===== config.mk =====
export PLATFORM = sky130hd
export DESIGN_NAME = vsp_pin_ctl
export DESIGN_NICKNAME = d
export VERILOG_FILES = /design/src/rtl/vsp_pkg.sv /design/src/rtl/vsp_sync.sv /design/src/rtl/vsp_edge_det.sv /design/src/rtl/vsp_pin_mux.sv /design/src/rtl/vsp_pin_ctl.sv
export SDC_FILE = /design/constraint.sdc
export NUM_CORES = 1
export LEC_CHECK = 0
export ABC_AREA = 1
export ABC_CLOCK_PERIOD_IN_PS = 2300
export BUFFER_PORTS_ARGS = -buffer_cell sky130_fd_sc_hd__clkbuf_2
export CAP_MARGIN = 20
export CORE_AREA = 2 2 39 41
export DETAILED_ROUTE_END_ITERATION = 8
export DIE_AREA = 0 0 41 43
export PLACE_DENSITY = 0.47
export SYNTH_ARGS = -nofsm -noshare
export SYNTH_HDL_FRONTEND = slang
export SYNTH_SLANG_ARGS = --single-unit

===== constraint.sdc =====
create_clock -name clk -period 2.3 [get_ports clk]
set_input_delay 0.46 -clock clk [delete_from_list [all_inputs] [get_ports clk]]
set_output_delay 0.46 -clock clk [all_outputs]
set_load 0.01 [all_outputs]

===== src/rtl/vsp_pkg.sv =====
// Package: shared mode encoding and helpers for the sync pin controller.
// Assumes the mode field is two bits wide and that the encodings below are
// the only values used.
package vsp_pkg;

    typedef enum logic [1:0] {
        VSP_VID_A  = 2'b00,
        VSP_VID_B  = 2'b01,
        VSP_STREAM = 2'b10,
        VSP_MSG    = 2'b11
    } vsp_mode_e;

    localparam int VSP_MODE_W = 2;

    // True for either of the video-refresh modes.
    function automatic logic vsp_is_video(input logic [VSP_MODE_W-1:0] m);
        return (m == VSP_VID_A) || (m == VSP_VID_B);
    endfunction

endpackage


===== src/rtl/vsp_sync.sv =====
// Module: multi-stage level synchronizer for the asynchronous pin input.
// Assumes STAGES >= 2; all stages clear to 0 on reset, so downstream logic
// must ignore the output until the chain has been filled with real samples.
module vsp_sync #(
    parameter int STAGES = 2
) (
    input  logic clk,
    input  logic rst_n,
    input  logic d_i,
    output logic q_o
);

    logic [STAGES-1:0] chain_q;

    // Stage 0 samples the raw pin level.
    always_ff @(posedge clk) begin
        if (!rst_n) chain_q[0] <= 1'b0;
        else        chain_q[0] <= d_i;
    end

    // Remaining stages shift the sample along.
    for (genvar g = 1; g < STAGES; g++) begin : g_stage
        always_ff @(posedge clk) begin
            if (!rst_n) chain_q[g] <= 1'b0;
            else        chain_q[g] <= chain_q[g-1];
        end
    end

    assign q_o = chain_q[STAGES-1];

endmodule


===== src/rtl/vsp_edge_det.sv =====
// Module: selectable-polarity edge detector with one-clock pulse output.
// Assumes lvl_i is already synchronous. Detection is held off until FILL
// clocks after reset so reset values are never compared against real samples.
module vsp_edge_det #(
    parameter int FILL = 3
) (
    input  logic clk,
    input  logic rst_n,
    input  logic lvl_i,
    input  logic rise_i,
    input  logic en_i,
    output logic pulse_o
);

    localparam int              CNT_W  = $clog2(FILL + 1);
    localparam logic [CNT_W-1:0] FILL_C = CNT_W'(FILL);

    logic [CNT_W-1:0] fill_q;
    logic             prev_q;
    logic             pulse_q;
    logic             hit;

    // Count clocks since reset, saturating once the pipeline is full.
    always_ff @(posedge clk) begin
        if (!rst_n)               fill_q <= '0;
        else if (fill_q != FILL_C) fill_q <= fill_q + 1'b1;
    end

    // Keep the previous synchronized level for comparison.
    always_ff @(posedge clk) begin
        if (!rst_n) prev_q <= 1'b0;
        else        prev_q <= lvl_i;
    end

    // Select the active transition by polarity.
    always_comb begin
        if (rise_i) hit = lvl_i & ~prev_q;
        else        hit = ~lvl_i & prev_q;
    end

    // Register the qualified pulse.
    always_ff @(posedge clk) begin
        if (!rst_n) pulse_q <= 1'b0;
        else        pulse_q <= hit & en_i & (fill_q == FILL_C);
    end

    assign pulse_o = pulse_q;

endmodule


===== src/rtl/vsp_pin_mux.sv =====
// Module: selects the role of each pin and registers its enable and value.
// Assumes the sync and message inputs are synchronous one-clock pulses or
// levels; outputs lag the inputs by one clock.
module vsp_pin_mux
    import vsp_pkg::*;
(
    input  logic                  clk,
    input  logic                  rst_n,
    input  logic [VSP_MODE_W-1:0] mode_i,
    input  logic                  master_i,
    input  logic                  line_i,
    input  logic                  frame_i,
    input  logic                  start_i,
    input  logic                  end_i,
    output logic                  oe1_o,
    output logic                  oe2_o,
    output logic                  out1_o,
    output logic                  out2_o
);

    logic sel1, sel2;

    // Pick the source for each pin from the mode; released pins drive 0.
    always_comb begin
        if (!master_i) begin
            sel1 = 1'b0;
            sel2 = 1'b0;
        end else if (vsp_is_video(mode_i)) begin
            sel1 = line_i;
            sel2 = frame_i;
        end else begin
            sel1 = start_i;
            sel2 = end_i;
        end
    end

    // Register enables and values toward the pads.
    always_ff @(posedge clk) begin
        if (!rst_n) begin
            oe1_o  <= 1'b0;
            oe2_o  <= 1'b0;
            out1_o <= 1'b0;
            out2_o <= 1'b0;
        end else begin
            oe1_o  <= master_i;
            oe2_o  <= master_i;
            out1_o <= sel1;
            out2_o <= sel2;
        end
    end

endmodule


===== src/rtl/vsp_pin_ctl.sv =====
// Module: top of the video sync pin direction controller.
// Drives both pins in master mode; in slave video mode turns pin 2 into a
// frame reference input with selectable edge. Assumes pads are external.
module vsp_pin_ctl
    import vsp_pkg::*;
#(
    parameter int SYNC_STAGES = 2
) (
    input  logic                  clk,
    input  logic                  rst_n,
    input  logic [VSP_MODE_W-1:0] cfg_mode,
    input  logic                  cfg_master,
    input  logic                  cfg_pol2,
    input  logic                  line_sync,
    input  logic                  frame_sync,
    input  logic                  msg_start,
    input  logic                  msg_end,
    input  logic                  pin2_in,
    output logic                  pin1_oe,
    output logic                  pin1_out,
    output logic                  pin2_oe,
    output logic                  pin2_out,
    output logic                  frame_ref_pulse
);

    localparam int FILL = SYNC_STAGES + 1;

    logic pin2_sync;
    logic ref_en;

    // Reference detection only while slave in a video-refresh mode.
    assign ref_en = !cfg_master && vsp_is_video(cfg_mode);

    vsp_pin_mux u_mux (
        .clk      (clk),
        .rst_n    (rst_n),
        .mode_i   (cfg_mode),
        .master_i (cfg_master),
        .line_i   (line_sync),
        .frame_i  (frame_sync),
        .start_i  (msg_start),
        .end_i    (msg_end),
        .oe1_o    (pin1_oe),
        .oe2_o    (pin2_oe),
        .out1_o   (pin1_out),
        .out2_o   (pin2_out)
    );

    vsp_sync #(.STAGES(SYNC_STAGES)) u_sync (
        .clk   (clk),
        .rst_n (rst_n),
        .d_i   (pin2_in),
        .q_o   (pin2_sync)
    );

    vsp_edge_det #(.FILL(FILL)) u_edge (
        .clk     (clk),
        .rst_n   (rst_n),
        .lvl_i   (pin2_sync),
        .rise_i  (cfg_pol2),
        .en_i    (ref_en),
        .pulse_o (frame_ref_pulse)
    );

endmodule


==> qor.yml, run 1 <==
num_vias: 296
worstPathRequired_ps: 1840
clock_latency_ps: 260
gp_congestion: 0.5706
fp.dieW_um: 41
totalWireLength_um: 554
irDropWorstVdd_mv: 0.2720
slew_violations: 0
clock_path_buffers: 2
cts_root_buffer: "clkbuf_4"
path_delay_family: "flip-flops"
multi_input_area_sq_um: 110.1
crit_path_max_fanout: 2
drc_errors: 0
core_sq_mm: 0.001384
dr.pass1.iters: 2
syn-instance-count: 44
layout.nets: 74
rows: 14
setup_viol: 0
grt_max_degree: 8
ys_types: 10
cts_sinks: 9
initial_utilization: 0.2423
synth_top_area_cell: "dfxtp_1"
final.setup.tns_ps: 0
clk_pin_slew_ps: 60
viasPerCell: 3.844
overflow: 0
ant_nets: 0
dieArea_sq_mm: 0.001763
post-route-period-util: 0.5064
ff_latch_area_sq_um: 180.2
crit_type: "reg2out"
drive_gt1_frac: 0.2951
track_usage: 0.08945
synth_area_sq_um: 335.3
min_period_ps: 1165
hp-class: "in2reg"
wl_per_cell_um: 7.195
hold_violations: 0
ys_seq_area_frac: 0.5373
slowest_stage: "dfxtp_1"
max_freq_ghz: 0.8586
crit_path_start_kind: "register"
htreeDepth: 1
power_density_mw_per_mm2: 749.3
path_cells: "clkbuf_2"
cts_setup_buffers: 0
ios: 16
num_antenna_cells: 0
synth_seq_cells: 9
synth_warnings: 0
cpPeakStageDelay_ps: 320
power.total_uw: 332.8
status: "completed"
worstPathArrival_ps: 700
maxCapViolCount: 0
tightest_slew_ps: 157.6
numCtsBuffers: 3
fin_hold_ws_ps: 380.2
synth_area_leaders: "dfxtp_1 54%, nand2_1 13%, inv_1 11%, nor2_1 5.6%, ha_1 3.7%"
crit_buf_inv: 1
synth_nets: 56
nFillCells: 172
synth.top_cell.area_share: 0.5373
rsz0062_at_grt: "no"
io_buffers: 14
antenna_found_initial: 0
die_y_um: 43
area_growth_pct: 32.46
first_iter_violations: 2
grt_pass1_vias: 252
skew_ps: 3.105
synth.avg_cell_area_sq_um: 7.621
cts_tree: "done"
crit_path_end_kind: "output port"
cts_resized: 0
p_leak_uw: 0.0002570
cts_hold_buf: 0
hpwl_um: 425.3
grt_pass1_wl_um: 966
timing.slew.headroom: 0.8938
-- cell families after synthesis --
logic type,Yosys count,share of synthesized area
and+or+nand+nor,19,0.2201
buffers and inverters,11,0.1343
DFF,9,0.5373
AOI/OAI and AO/OA,4,0.07089
adders and majority gates,1,0.03731
-- through the flow --
stage	area [sq um]	setup slack, ps	std cells	util
2_1_floorplan	335.3	1355	44	-
3_3_place_gp	417.9	1360	73	0.3020
3_5_place_dp	417.9	1347	73	0.3020
4_1_cts	444.2	1119	77	0.3210
5_1_grt	444.2	1074	77	0.3210
6_report	444.2	1135	77	0.3210
-- sequential cells by signal, summed over array words and instances, names as in the netlist --
signal / cells
u_edge.prev_q: 1
u_sync.q_o: 1
u_mux.out1_o: 1
u_mux.out2_o: 1
u_edge.fill_q: 2
u_mux.oe1_o: 1
u_edge.pulse_o: 1
u_sync.chain_q: 1
-- path summary, 6_finish.rpt --
kind	start	to	slack, ps	cells past startpoint
worst max-delay path	u_mux.oe1_o$_SDFF_PN0_	pin2_oe	1140	1
worst min-delay path	pin2_in	u_sync.chain_q[0]$_SDFF_PN0_	380	3
worst max register to register	u_edge.fill_q[0]$_SDFFE_PN0P_	u_edge.fill_q[1]$_SDFFE_PN0P_	1360	3
worst min register to register	u_sync.chain_q[0]$_SDFF_PN0_	u_sync.q_o$_SDFF_PN0_	410	2
-- cell usage in the layout, fill, tap and decap left out --
master	instances
a21oi_2	1
o21ai_0	1
a21oi_1	2
dfxtp_1	9
ha_1	1
nand3_1	2
clkbuf_2	14
clkbuf_1	1
nor2_1	5
nand2_1	12
clkbuf_4	3
inv_1	10
-- cell type report --
| cell class | instances | area share |
|---|---|---|
| flip-flops and latches | 9 | 0.4056 |
| multi-input cells | 24 | 0.2479 |
| repair buffers | 14 | 0.1577 |
| inverters | 10 | 0.08451 |
| clock buffers | 4 | 0.05915 |
| well taps | 16 | 0.04507 |
-- layer usage --
metal,wire (um),GRT usage
met1,245,0.09677
met3,80,0.09424
met4,0,0.04000
met2,228,0.1094
met5,0,0
-- cell usage after synthesis --
master and n:
nand2_1 12, inv_1 10, dfxtp_1 9, nor2_1 5, a21oi_1 2, nand3_1 2
a21oi_2 1, buf_4 1, ha_1 1, o21ai_0 1
-- power by group --
group	internal [uW]	switching [uW]
Combinational	16.9	20.0
Sequential	167	5.89
Clock	66.9	55.6
(Power assumes the default switching activity.)
==> inputs of run 2 (changes only) <==
--- a/config.mk
+++ b/config.mk
@@ -5,8 +5,8 @@
 export SDC_FILE = /design/constraint.sdc
 export NUM_CORES = 1
 export LEC_CHECK = 0
-export ABC_AREA = 1
-export ABC_CLOCK_PERIOD_IN_PS = 2300
+export ABC_AREA = 0
+export ABC_CLOCK_PERIOD_IN_PS = 1000
 export BUFFER_PORTS_ARGS = -buffer_cell sky130_fd_sc_hd__clkbuf_2
 export CAP_MARGIN = 20
 export CORE_AREA = 2 2 39 41
==> constraint.sdc (replaced) <==
create_clock -name clk -period 1 [get_ports clk]
set_input_delay 0.2 -clock clk [delete_from_list [all_inputs] [get_ports clk]]
set_output_delay 0.2 -clock clk [all_outputs]
set_load 0.01 [all_outputs]
==> run 2 against run 1 <==
The flow now finishes with violations (setup timing). Count of clock-buffer cells in the layout unchanged. Total power is 140% higher. First-iteration DRC count shrank 50%. Design area increased by 2.8%. Combinational power grew to 2.9 times the previous value. Sequential cell count unchanged. Sequential share of layout area is 0.84 points lower. Non-clock buffer count increased by 1. Largest power group unchanged. Worst setup slack got worse by 1200 ps. Via count is 14% lower. Global-route usage grew 0.10 points. Clock skew fell by 1.3 ps.
==> qor.yml, run 2 <==
dp.cells: 58
ys_types: 14
overflow: 0
synth_xor_area_frac: 0.02724
totalWireLength_um: 552
initial_utilization: 0.2324
crit_path_max_fanout: 2
max_freq_ghz: 0.9306
p_leak_uw: 0.0002092
nFillCells: 143
setup_viol: 1
crit_type: "reg2reg"
crit_path_end_kind: "register"
clock_path_buffers: 2
yosysMostFrequentCell: "dfxtp_1"
synth-simple-area-share: 0.1984
rsz0062_at_grt: "yes"
ys.flop_type: "dfxtp_1"
io_buffers: 14
violations: "setup timing"
synth_top_area_cell: "dfxtp_1"
num_antenna_cells: 0
reg2reg_to: "u_edge.pulse_o$_SDFF_PN0_"
rr_startpoint: "u_sync.q_o$_SDFF_PN0_"
htreeDepth: 1
synth_area_sq_um: 321.6
wl_per_cell_um: 8.903
irDropWorstVdd_mv: 0.6252
viasPerCell: 4.097
grt_pass1_wl_um: 931
synthMuxAreaShare: 0.09339
ant_nets: 0
min_period_ps: 1075
synth-adder-area-share: 0.03891
tightest_slew_ps: 229.3
final_cells: 62
synthArstFlopShare: 0
synth-compound-area-share: 0.04669
crit_path_start_kind: "register"
post-route-period-util: 1.075
final_common_cell: "clkbuf_2"
synth_seq_cells: 9
ys_top_cells_by_count: "9 x dfxtp_1, 3 x and2_1, 3 x mux2i_1"
final_cell_mix: "14 x clkbuf_2, 8 x dfxtp_1, 3 x and2_1, 3 x mux2i_1, 3 x clkbuf_4"
drc_errors: 0
worstPathRequired_ps: 1160
worstPathArrival_ps: 1230
dieArea_sq_mm: 0.001763
dr.pass1.iters: 2
status: "complete, but fails checks"
reg2reg_depth: 2
largest-register: "u_edge.fill_q"
cts_tree: "done"
skew_ps: 1.767
num_vias: 254
grt_pass1_vias: 247
synth_top_family_by_area: "simple AND/OR/NAND/NOR gates"
first_iter_violations: 1
synth.top_cell.area_share: 0.5603
synth_nets: 40
rrSetupSlack_ps: -70
rows: 14
cts_root_buffer: "clkbuf_4"
synth_warnings: 0
gp_congestion: 0.5600
swShare: 0.2324
hold_violations: 0
power_density_mw_per_mm2: 1717
ff_latch_area_sq_um: 181.4
clk_pin_slew_ps: 60
cts_sinks: 9
hold_end: "u_sync.chain_q[0]$_SDFF_PN0_"
core_sq_mm: 0.001384
seq_power_share: 0.513
p_comb_frac: 0.136
slew_violations: 0
synth_edf_count: 0
grt_max_degree: 8
largest_register_ffs: 2
finalWorstSetupSlack_ps: -74.56
ios: 16
timing.slew.headroom: 0.8471
drive_gt1_frac: 0.5000
p_switching_uw: 182.3
numCtsBuffers: 3
fin_hold_ws_ps: 144.7
track_usage: 0.09045
multi_input_area_sq_um: 147.6
synth_area_leaders: "dfxtp_1 56%, mux2i_1 9.3%, and2_1 5.8%, a2111oi_2 4.7%, ha_1 3.9%"
hold_depth: 2
power.total_uw: 784.3
maxCapViolCount: 0
min-delay-start: "pin2_in"
fp.dieW_um: 41
syn-instance-count: 28
antenna_found_initial: 0
hp-class: "in2reg"
layout.nets: 59
clock_latency_ps: 250
die_y_um: 43
area_growth_pct: 42.02
internal-power_uw: 602.1
ys_seq_area_frac: 0.5603
synth.avg_cell_area_sq_um: 11.48
p_clk_frac: 0.351
run 2: cell count changes in the layout (fill, tap and decap cells not counted), sizes merged:
cell     previous run  this run
nand3               2         0
buf                 0         1
nor2                5         2
inv                10         1
a2111oi             0         1
a21oi               3         0
nand3b              0         1
o21ai               1         0
nand2              12         2
xnor2               0         1
mux2i               0         3
nor2b               0         1
and2                0         4
or3b                0         1
run 2: cells by family after synthesis:
family	count (synthesis)
and+or+nand+nor	11
DFF	9
muxes	3
buffers and inverters	2
AOI/OAI and AO/OA	1
xor gates and xnor gates	1
adders and majority gates	1
run 2: area by class of cell:
type | count | share of cell area
multi-input combinational | 17 | 0.3233
sequential | 9 | 0.3973
tap | 16 | 0.04384
timing repair buffer | 15 | 0.1699
clock buffer | 4 | 0.05753
inverter | 1 | 0.008219
run 2: metal layers:
layer / vias to the layer above / share of wire / global-route usage
met2: 13 / 0.46 / 0.1094
li1: 129 / - / -
met3: 2 / 0.12 / 0.07853
met5: - / 0 / 0
met1: 110 / 0.40 / 0.09032
met4: 0 / 0.018 / 0.08000
run 2: worst max-delay path by stage:
stage / startpoint / end / depth (start not counted)
after floorplan: u_sync.q_o$_SDFF_PN0_ / u_edge.pulse_o$_SDFF_PN0_ / 2
after global placement: cfg_pol2 / u_edge.pulse_o$_SDFF_PN0_ / 3
after detailed placement: cfg_pol2 / u_edge.pulse_o$_SDFF_PN0_ / 3
after CTS: u_sync.q_o$_SDFF_PN0_ / u_edge.pulse_o$_SDFF_PN0_ / 2
after global routing: u_edge.prev_q$_SDFF_PN0_ / u_edge.pulse_o$_SDFF_PN0_ / 2
final: u_sync.q_o$_SDFF_PN0_ / u_edge.pulse_o$_SDFF_PN0_ / 2
run 2: per-stage QoR:
stage / area, sq um / worst slack (ps) / TNS [ps] / util
finish: 456.7 / -74.56 / -74.56 / 0.3300
global route: 456.7 / -122.3 / -122.3 / 0.3300
floorplan: 321.6 / -19.36 / -19.36 / -
detailed placement: 411.6 / -95.73 / -95.73 / 0.2975
global placement: 411.6 / -78.20 / -78.20 / 0.2975
CTS: 437.9 / -101.0 / -101.0 / 0.3165
run 2: power by group through the flow:
stage | logic (uW) | clock network [uW] | registers (uW)
after floorplan | 62.5 | 0 | 411
after global placement | 101 | 0 | 410
after detailed placement | 103 | 0 | 410
after CTS | 103 | 296 | 402
after global routing | 124 | 318 | 407
final | 107 | 275 | 403
run 2: timing repair:
action / 4_1_cts / 5_1_grt
hold buffers: 0 / 0
gates cloned: 0 / 0
setup buffers: 0 / 0
resized for setup: 0 / 4
setup endpoints to repair: 1 / 3
run 2: critical path, stage by stage, from the launching register on:
cell and delay [ps]:
dfxtp_1 310, or3b_4 380, a2111oi_4 280
